==> config.mk <==
export PLATFORM = sky130hd
export DESIGN_NAME = bit_index_shifter
export DESIGN_NICKNAME = d
export VERILOG_FILES = /design/src/rtl/bsh_pkg.sv /design/src/rtl/bsh_base_reg.sv /design/src/rtl/bsh_shift_core.sv /design/src/rtl/bsh_read_mux.sv /design/src/rtl/bit_index_shifter.sv
export SDC_FILE = /design/constraint.sdc
export NUM_CORES = 1
export LEC_CHECK = 0
export BUFFER_PORTS_ARGS = -buffer_cell sky130_fd_sc_hd__buf_2
export CAP_MARGIN = 10
export CORE_ASPECT_RATIO = 1.1
export CORE_MARGIN = 2
export CORE_UTILIZATION = 63
export DETAILED_ROUTE_END_ITERATION = 10
export PLACE_DENSITY = 0.84
export SYNTH_ARGS = -nofsm -noshare
export SYNTH_HDL_FRONTEND = slang
export SYNTH_SLANG_ARGS = --single-unit
export TNS_END_PERCENT = 30
==> constraint.sdc <==
create_clock -name clk -period 5.1 [get_ports clk]
set_input_delay 0.255 -clock clk [delete_from_list [all_inputs] [get_ports clk]]
set_output_delay 0.255 -clock clk [all_outputs]
set_load 0.05 [all_outputs]
==> src/rtl/bsh_pkg.sv <==
package bsh_pkg;
  parameter int unsigned BSH_DW    = 8;
  parameter int unsigned BSH_LANES = 2;
  localparam int unsigned BSH_AW    = BSH_DW * BSH_LANES;
  localparam int unsigned BSH_SEL_W = $clog2(BSH_DW);
  localparam int unsigned BSH_OFS_W = $clog2(BSH_LANES + 2);
  localparam int unsigned BSH_IDX_OFS = BSH_LANES;
  localparam int unsigned BSH_INV_OFS = BSH_LANES + 1;

  typedef logic [BSH_AW-1:0] bsh_addr_t;
  typedef logic [BSH_DW-1:0] bsh_byte_t;

  function automatic bsh_addr_t bsh_byte_addr(input bsh_addr_t base, input bsh_byte_t idx);
    bsh_addr_t step;
    step = bsh_addr_t'(idx >> BSH_SEL_W);
    return base + step;
  endfunction

  function automatic bsh_byte_t bsh_onehot(input bsh_byte_t idx);
    return bsh_byte_t'(1) << idx[BSH_SEL_W-1:0];
  endfunction
endpackage

==> src/rtl/bsh_base_reg.sv <==
module bsh_base_reg
  import bsh_pkg::*;
(
  input  logic                 clk,
  input  logic                 rst_n,
  input  logic [BSH_LANES-1:0] lane_wr,
  input  bsh_byte_t            wdata,
  output bsh_addr_t            base
);
  generate
    for (genvar g = 0; g < BSH_LANES; g++) begin : g_lane
      localparam int unsigned LSB = (BSH_LANES - 1 - g) * BSH_DW;
      bsh_byte_t lane_q;
      always_ff @(posedge clk or negedge rst_n) begin
        if (!rst_n) lane_q <= '0;
        else if (lane_wr[g]) lane_q <= wdata;
      end
      assign base[LSB +: BSH_DW] = lane_q;

      a_r2_lane_store: assert property (@(posedge clk) disable iff (!rst_n)
        lane_wr[g] |=> base[LSB +: BSH_DW] == $past(wdata));
    end
  endgenerate
endmodule

==> src/rtl/bsh_shift_core.sv <==
module bsh_shift_core
  import bsh_pkg::*;
(
  input  logic      clk,
  input  logic      rst_n,
  input  logic      base_wr,
  input  logic      idx_wr,
  input  bsh_byte_t idx_in,
  input  bsh_addr_t base,
  output logic      shifted,
  output bsh_addr_t res_addr,
  output bsh_byte_t res_mask
);
  logic      shifted_q;
  bsh_addr_t addr_q;
  bsh_byte_t mask_q;

  always_ff @(posedge clk or negedge rst_n) begin
    if (!rst_n) begin
      shifted_q <= 1'b0;
      addr_q    <= '0;
      mask_q    <= '0;
    end else if (base_wr) begin
      shifted_q <= 1'b0;
      mask_q    <= '0;
    end else if (idx_wr) begin
      shifted_q <= 1'b1;
      addr_q    <= bsh_byte_addr(base, idx_in);
      mask_q    <= bsh_onehot(idx_in);
    end
  end

  assign shifted  = shifted_q;
  assign res_addr = addr_q;
  assign res_mask = mask_q;

  a_r3_base_clears: assert property (@(posedge clk) disable iff (!rst_n)
    base_wr |=> !shifted_q);
  a_r5_mask_onehot: assert property (@(posedge clk) disable iff (!rst_n)
    shifted_q |-> $countones(mask_q) == 1);
  a_r4_addr_sum: assert property (@(posedge clk) disable iff (!rst_n)
    (idx_wr && !base_wr) |=>
      addr_q == bsh_addr_t'($past(base) + {{(BSH_AW-BSH_DW+BSH_SEL_W){1'b0}},
                                           $past(idx_in[BSH_DW-1:BSH_SEL_W])}));
endmodule

==> src/rtl/bsh_read_mux.sv <==
module bsh_read_mux
  import bsh_pkg::*;
(
  input  logic                 clk,
  input  logic                 rst_n,
  input  logic                 rd_en,
  input  logic [BSH_OFS_W-1:0] ofs,
  input  logic                 shifted,
  input  bsh_addr_t            base,
  input  bsh_addr_t            res_addr,
  input  bsh_byte_t            res_mask,
  output bsh_byte_t            rdata
);
  bsh_addr_t shown_addr;
  bsh_byte_t shown_mask;

  assign shown_addr = shifted ? res_addr : base;
  assign shown_mask = shifted ? res_mask : '0;

  always_comb begin
    rdata = '0;
    if (rd_en) begin
      for (int l = 0; l < BSH_LANES; l++) begin
        if (ofs == BSH_OFS_W'(l))
          rdata = shown_addr[(BSH_LANES-1-l)*BSH_DW +: BSH_DW];
      end
      if (ofs == BSH_OFS_W'(BSH_IDX_OFS)) rdata = shown_mask;
      if (ofs == BSH_OFS_W'(BSH_INV_OFS)) rdata = ~shown_mask;
    end
  end

  a_r9_quiet_bus: assert property (@(posedge clk) disable iff (!rst_n)
    !rd_en |-> rdata == '0);
  a_r6_inverse: assert property (@(posedge clk) disable iff (!rst_n)
    (rd_en && ofs == BSH_OFS_W'(BSH_INV_OFS) && shifted) |-> (rdata & res_mask) == '0
      && $countones(rdata) == BSH_DW - 1);
endmodule

==> src/rtl/bit_index_shifter.sv <==
module bit_index_shifter
  import bsh_pkg::*;
(
  input  logic                 clk,
  input  logic                 rst_n,
  input  logic                 bus_cs,
  input  logic                 bus_we,
  input  logic [BSH_OFS_W-1:0] bus_ofs,
  input  logic [BSH_DW-1:0]    bus_wdata,
  output logic [BSH_DW-1:0]    bus_rdata
);
  logic [BSH_LANES-1:0] lane_wr;
  logic base_wr, idx_wr, inv_wr, rd_en, shifted;
  bsh_addr_t base, res_addr;
  bsh_byte_t res_mask;

  generate
    for (genvar g = 0; g < BSH_LANES; g++) begin : g_dec
      assign lane_wr[g] = bus_cs && bus_we && (bus_ofs == BSH_OFS_W'(g));
    end
  endgenerate

  assign base_wr = |lane_wr;
  assign idx_wr  = bus_cs && bus_we && (bus_ofs == BSH_OFS_W'(BSH_IDX_OFS));
  assign inv_wr  = bus_cs && bus_we && (bus_ofs == BSH_OFS_W'(BSH_INV_OFS));
  assign rd_en   = bus_cs && !bus_we;

  bsh_base_reg u_base (
    .clk(clk), .rst_n(rst_n), .lane_wr(lane_wr), .wdata(bus_wdata), .base(base)
  );

  bsh_shift_core u_core (
    .clk(clk), .rst_n(rst_n), .base_wr(base_wr), .idx_wr(idx_wr),
    .idx_in(bus_wdata), .base(base), .shifted(shifted),
    .res_addr(res_addr), .res_mask(res_mask)
  );

  bsh_read_mux u_rd (
    .clk(clk), .rst_n(rst_n), .rd_en(rd_en), .ofs(bus_ofs), .shifted(shifted),
    .base(base), .res_addr(res_addr), .res_mask(res_mask), .rdata(bus_rdata)
  );

  a_r8_inv_write_ignored: assert property (@(posedge clk) disable iff (!rst_n)
    inv_wr |=> $stable(base) && $stable(res_addr) && $stable(res_mask) && $stable(shifted));
endmodule

# --- After elaboration in Yosys (flattened, before gate mapping) ---
# Index checks and enable logic that the tools add are counted.
op_classes:
  addsub: 1
  n_eq_ne: 3
  shift: 1
  muxes: 11
  bitwise_logic: 2
  n_reduce_logical: 10
op_table:
  columns: ["operator", "n"]
  rows:
  - ["8-bit 2-to-1 mux", 8]
  - ["16-bit by 5-bit adder with 16-bit output", 1]
  - ["16-bit 2-to-1 mux", 1]
  - ["8-bit NOT", 1]
  - ["1-bit by 3-bit left shift with 8-bit output, first input constant", 1]
  - ["1-bit logical AND", 5]
  - ["2-bit equality test, second input constant", 2]
  - ["2-bit by 1-bit equality test with 1-bit output, second input constant", 1]
  - ["2-bit logical NOT", 1]
  - ["1-bit 2-to-1 mux", 2]
  - ["2-bit AND reduction", 1]
  - ["2-bit nonzero test", 1]
  - ["2-bit OR reduction", 1]
  - ["1-bit logical NOT", 1]
  - ["1-bit NOT", 1]
totals:
  regBits: 41
  out_inout_bits: 8

# --- Longest topological paths before layout ---
depth:
  ltp_word: 6
  depth_mapped: 7
  ltp_nobuf: 7

# --- Hierarchy ---
# From an unflattened synthesis, not the netlist that was laid out.
hier_totals:
  hier_cells: 272
  area_unflattened_um2: 2688.8
by_module_without_submodules:
  columns: ["module", "n_inst", "cells_per_inst", "area_each_um2"]
  rows:
  - ["bsh_shift_core", 1, 165, 1500.2]
  - ["bsh_base_reg", 1, 34, 663.1]
  - ["bsh_read_mux", 1, 68, 476.7]
  - ["bit_index_shifter", 1, 5, 48.8]

# --- Least setup slack after synthesis ---
# Ideal clock, no wire load.
synth_path:
  kind: "reg2out"
  start: "register u_core.shifted_q, in the netlist u_core.shifted"
  end: "output bus_rdata[1]"
  arrival_ps: 2335
  required_ps: 4845
  slack_ps: 2510
  path_stages_with_launch: 6
  path_buffers: 2
  cell_sequence: "dfrtp_1 > clkbuf_1 > buf_1 > nand2_1 > xor2_1 > a211oi_1"
synth_between:
  elab_chain_cells: 6
synth_rtl:
  columns: ["element", "line_no", "source"]
  rows:
  - ["from (decl)", "bsh_shift_core.sv:14", "logic shifted_q;"]
  - ["from (signal assigned)", "bsh_shift_core.sv:20", "shifted_q <= 1'b0;"]
  - ["from (signal assigned)", "bsh_shift_core.sv:24", "shifted_q <= 1'b0;"]
  - ["from (signal assigned)", "bsh_shift_core.sv:27", "shifted_q <= 1'b1;"]
  - ["16-bit 2-to-1 mux", "bsh_read_mux.sv:17", "assign shown_addr = shifted ? res_addr : base;"]
  - ["8-bit 2-to-1 mux (2 in a row)", "bsh_read_mux.sv:24", "if (ofs == BSH_OFS_W'(l))"]
  - ["8-bit 2-to-1 mux", "bsh_read_mux.sv:27", "if (ofs == BSH_OFS_W'(BSH_IDX_OFS)) rdata = shown_mask;"]
  - ["8-bit 2-to-1 mux (*)", "bsh_read_mux.sv:28", "if (ofs == BSH_OFS_W'(BSH_INV_OFS)) rdata = ~shown_mask;"]
  - ["8-bit 2-to-1 mux (*)", "bsh_read_mux.sv:22", "if (rd_en) begin"]
  - ["to (decl)", "bit_index_shifter.sv:10", "output logic [BSH_DW-1:0] bus_rdata"]
# Mark *: on every way between the ends. The rest lies on a longest branch, timed or not.

# --- Final worst setup path ---
layout_path:
  start: "register u_core.shifted_q, in the netlist u_core.shifted"
  end: "output bus_rdata[6]"
# The elaborated chain is that of the path after synthesis.

==> metrics.log <==
INFO  metric outcome = finished, final reports clean
INFO  metric vdd_ir_drop_max = 0.415 mV
INFO  metric layout.nets = 265
INFO  metric worst-endpoint-required = 4.85 ns
INFO  metric synth_top_family_by_area = simple AND/OR/NAND/NOR gates
INFO  metric place.detailed.hpwl = 3600 um
INFO  metric total_count_of_hold_check_failures_in_the_final_report = 0
INFO  metric globalRouteTotalUtil = 27.8%
INFO  metric avgSynthCellArea = 10.1 um^2
INFO  metric post-route-drc-count = 0
INFO  metric synth.area.mux_share = 12.2%
INFO  metric synth_xor_area_share = 7.95%
INFO  metric grt_setup_unrepaired = no
INFO  metric timing.critical_path.slowest_cell_delay = 0.76 ns
INFO  metric synth.cells.most_frequent = nand2_1 (42), dfrtp_1 (41), o21ai_0 (20), xor2_1 (17)
INFO  metric clk_pin_slew_worst_paths = 0.08 ns
INFO  metric fp.dieArea = 4170 um^2
INFO  metric wirelength = 5060 um
INFO  metric final_min_period_over_clock_period = 44.9%
INFO  metric post-synth-top-area-cell = dfrtp_1
INFO  metric switching_share = 32.3%
INFO  metric synth_compound_gate_area_share = 14.4%
INFO  metric drt_pass1_iterations = 4
INFO  metric cts_root_buf = clkbuf_8
INFO  metric placement.cell_area = 2430 um^2
INFO  metric dpl_worst_slack = 2.94 ns
INFO  metric cap_violations = 0
INFO  metric finalSetupViolCount = 0
INFO  metric count_of_standard_cell_rows = 23
INFO  metric place.gp.congestion = 0.837
INFO  metric die_height = 67.5 um
INFO  metric synth_simple_gate_area_share = 14.9%
INFO  metric worstReg2RegStart = u_base.g_lane[1].lane_q[0]
INFO  metric post-route-worst-setup-slack = 2.81 ns
INFO  metric cp_max_fo = 17
INFO  metric yosys_register_bits = 41
INFO  metric antenna_violating_nets_post_route = 0
INFO  metric final-instance-count-excl-fill = 296
INFO  metric detailedRoute.firstIterationViolations = 162
INFO  metric final.setup_skew = 0.00839 ns
INFO  metric netlist_area = 2310 um^2
INFO  metric cts_tree = done
INFO  metric crit_path_cell_chain = mux4_2, nor2_1, a211oi_1, buf_2
INFO  metric maxClockFrequency = 0.437 GHz
INFO  metric cell_types_with_the_largest_area_share_after_synthesis = dfrtp_1 (44%), nand2_1 (6.8%), xor2_1 (6.4%)
INFO  metric total_number_of_h_tree_levels = 2
INFO  metric finish.instance_area = 2550 um^2
INFO  metric type_of_element_capturing_the_critical_path = primary output
INFO  metric coreArea = 3570 um^2
INFO  metric ctsResizeCount = 0
INFO  metric crit_arrival = 2.03 ns
INFO  metric grt_first_pass_wirelength = 8250 um
INFO  metric io_buffers = 21
INFO  metric setup.reg_to_reg.worst_slack = 2.94 ns
INFO  metric timing_max_transition_violations_final = 0
INFO  metric timing.reg2reg.worst_path_depth = 7
INFO  metric synth_top_area_share = 44.4%
INFO  metric synthesized_net_count = 249
INFO  metric path_type_of_the_worst_setup_path = flop to primary output
INFO  metric setup.worst_path.start_class = flop
INFO  metric ys.flop_type = dfrtp_1
INFO  metric cts_inserted_buffers = 5
INFO  metric worstMarginPinSlew = 0.904 ns
INFO  metric power_density = 385 nW/um^2
INFO  metric postLayoutCoreUtil = 71.5%
INFO  metric comb_power_share = 24.7%
INFO  metric antenna_cells = 0
INFO  metric numClockSinks = 41
INFO  metric timing.critical_path.slowest_stage_cell = dfrtp_1
INFO  metric critPathLaunch = u_core.shifted
INFO  metric avgRoutedWirePerCell = 17.1 um
INFO  metric max_slew_margin = 39.7%
INFO  metric yosys.cell_count.top_type = nand2_1
INFO  metric share_of_synthesized_area_occupied_by_flip_flops_and_latches = 44.4%
INFO  metric synthesis.yosys.warnings = 0
INFO  metric global_route.overflow_total = 0
INFO  metric seq_power_share = 47.2%
INFO  metric detailroute.via_count = 1745
INFO  metric final_layout_size_suffix_gt1_share = 22.0%
INFO  metric cts_post_setup_buffers_inserted = 0
INFO  metric die_w = 61.8 um
INFO  metric fin_setup_tns = 0 ns
INFO  metric synth-edff-count = 0
INFO  metric synthDistinctLibCells = 34
INFO  metric areaGrowthSynthToFinish = 10.3%
INFO  metric cts-root-to-sink-buffers = 2
INFO  metric p_int = 665 uW
INFO  metric syn-instance-count = 229
INFO  metric io_pins = 22
INFO  metric hold_class = primary input to asynchronous set/reset pin
INFO  metric static-leakage-power = 0.00111 uW
INFO  metric netSwitchingPower = 317 uW
INFO  metric place.detailed.instances = 288
INFO  metric reg2reg_to = u_core.res_addr[12]
INFO  metric via_count_of_the_first_global_routing_pass = 1692
INFO  metric synthAdderAreaFrac = 3.57%
INFO  metric fin_crit = 2.29 ns
INFO  metric clock_latency = 0.30 ns
INFO  metric floorplan.initialDensity = 64.8%
INFO  metric post_synth_arst_share = 100%
INFO  metric holdBufCountCts = 0
INFO  metric drt-vias-per-instance = 5.90
INFO  metric grt_antenna_before_repair = 0
INFO  metric pwr-share-clk = 28.0%
INFO  metric largest_net_degree_at_the_start_of_global_routing = 42
-- power by group through the flow --
stage | sequential, uW | clock (uW) | combinational [uW]
2_1_floorplan | 439 | 0 | 195
3_3_place_gp | 464 | 0 | 231
3_5_place_dp | 468 | 0 | 241
4_1_cts | 463 | 278 | 243
5_1_grt | 473 | 292 | 272
6_report | 464 | 275 | 243
-- flip-flops by register name, summed over array words and instances (netlist names) --
register	flops
u_core.res_mask	8
u_core.shifted	1
u_core.res_addr	16
u_base.g_lane.lane_q	16
-- kinds of logic (layout without fill, tap and decap cells) --
group                    count (synthesis)  in the layout
XOR/XNOR                                21             21
buffers and inverters                   15             32
flip-flops                              41             41
AND/OR/NAND/NOR                         74             74
adder cells (fa/ha/maj)                  6              6
multiplexers                            19             19
AO/OA/AOI/OAI                           53             53
-- layout by cell type (no fill, tap or decap), types with 2 or more instances in the layout --
cell type / Yosys / routed
mux2_2: 13 / 13
nor2_1: 13 / 13
clkbuf_8: 0 / 6
and4_4: 2 / 2
a32o_1: 4 / 4
buf_2: 3 / 21
o21ai_0: 20 / 20
a211oi_1: 10 / 10
o31ai_1: 5 / 5
nand2_1: 42 / 42
mux4_2: 6 / 6
xnor2_1: 4 / 4
nor2b_1: 2 / 2
nand4_1: 4 / 4
a21oi_1: 8 / 8
inv_1: 3 / 3
dfrtp_1: 41 / 41
a21o_1: 3 / 3
nand3_1: 3 / 3
ha_1: 5 / 5
xor2_1: 17 / 17
-- layer usage --
metal | wire length, um | global-route usage (%) | up-vias
li1 | - | - | 847
met1 | 2110 | 37.6 | 834
met2 | 2570 | 43.9 | 54
met3 | 271 | 5.36 | 10
met4 | 105 | 11.2 | 0
met5 | 0 | 0 | -
-- cell type report --
class | instances | area (um^2)
Clock inverter | 2 | 37.5
Sequential cell | 41 | 1030
Timing Repair Buffer | 21 | 105
Fill cell | 301 | 1020
Tap cell | 50 | 62.6
Multi-Input combinational cell | 173 | 1230
Inverter | 3 | 11.3
Clock buffer | 6 | 82.6
-- per-stage QoR --
step	hold slack (ns)	total power, uW
after floorplan	-0.0406	634
after global placement	0.422	696
after detailed placement	0.430	709
after CTS	0.102	984
after global routing	0.151	1040
final	0.0813	982
-- worst max-delay path, delay by kind of cell (launching register included) --
kind                   cells  cell delay, ns
DFF                        1            0.76
muxes                      1            0.58
buffers and inverters      1            0.23
and+or+nand+nor            1            0.11
AOI/OAI and AO/OA          1            0.06
-- worst max-delay path by stage --
stage | end | slack (ns) | cells after the start
final | bus_rdata[6] | 2.81 | 4
after global routing | bus_rdata[6] | 2.72 | 4
after global placement | u_core.res_mask[0] | 3.03 | 5
after CTS | bus_rdata[6] | 2.82 | 4
after floorplan | bus_rdata[1] | 2.51 | 5
after detailed placement | u_core.res_mask[2] | 2.94 | 5
No activity file was read; power rests on OpenSTA's default activity.
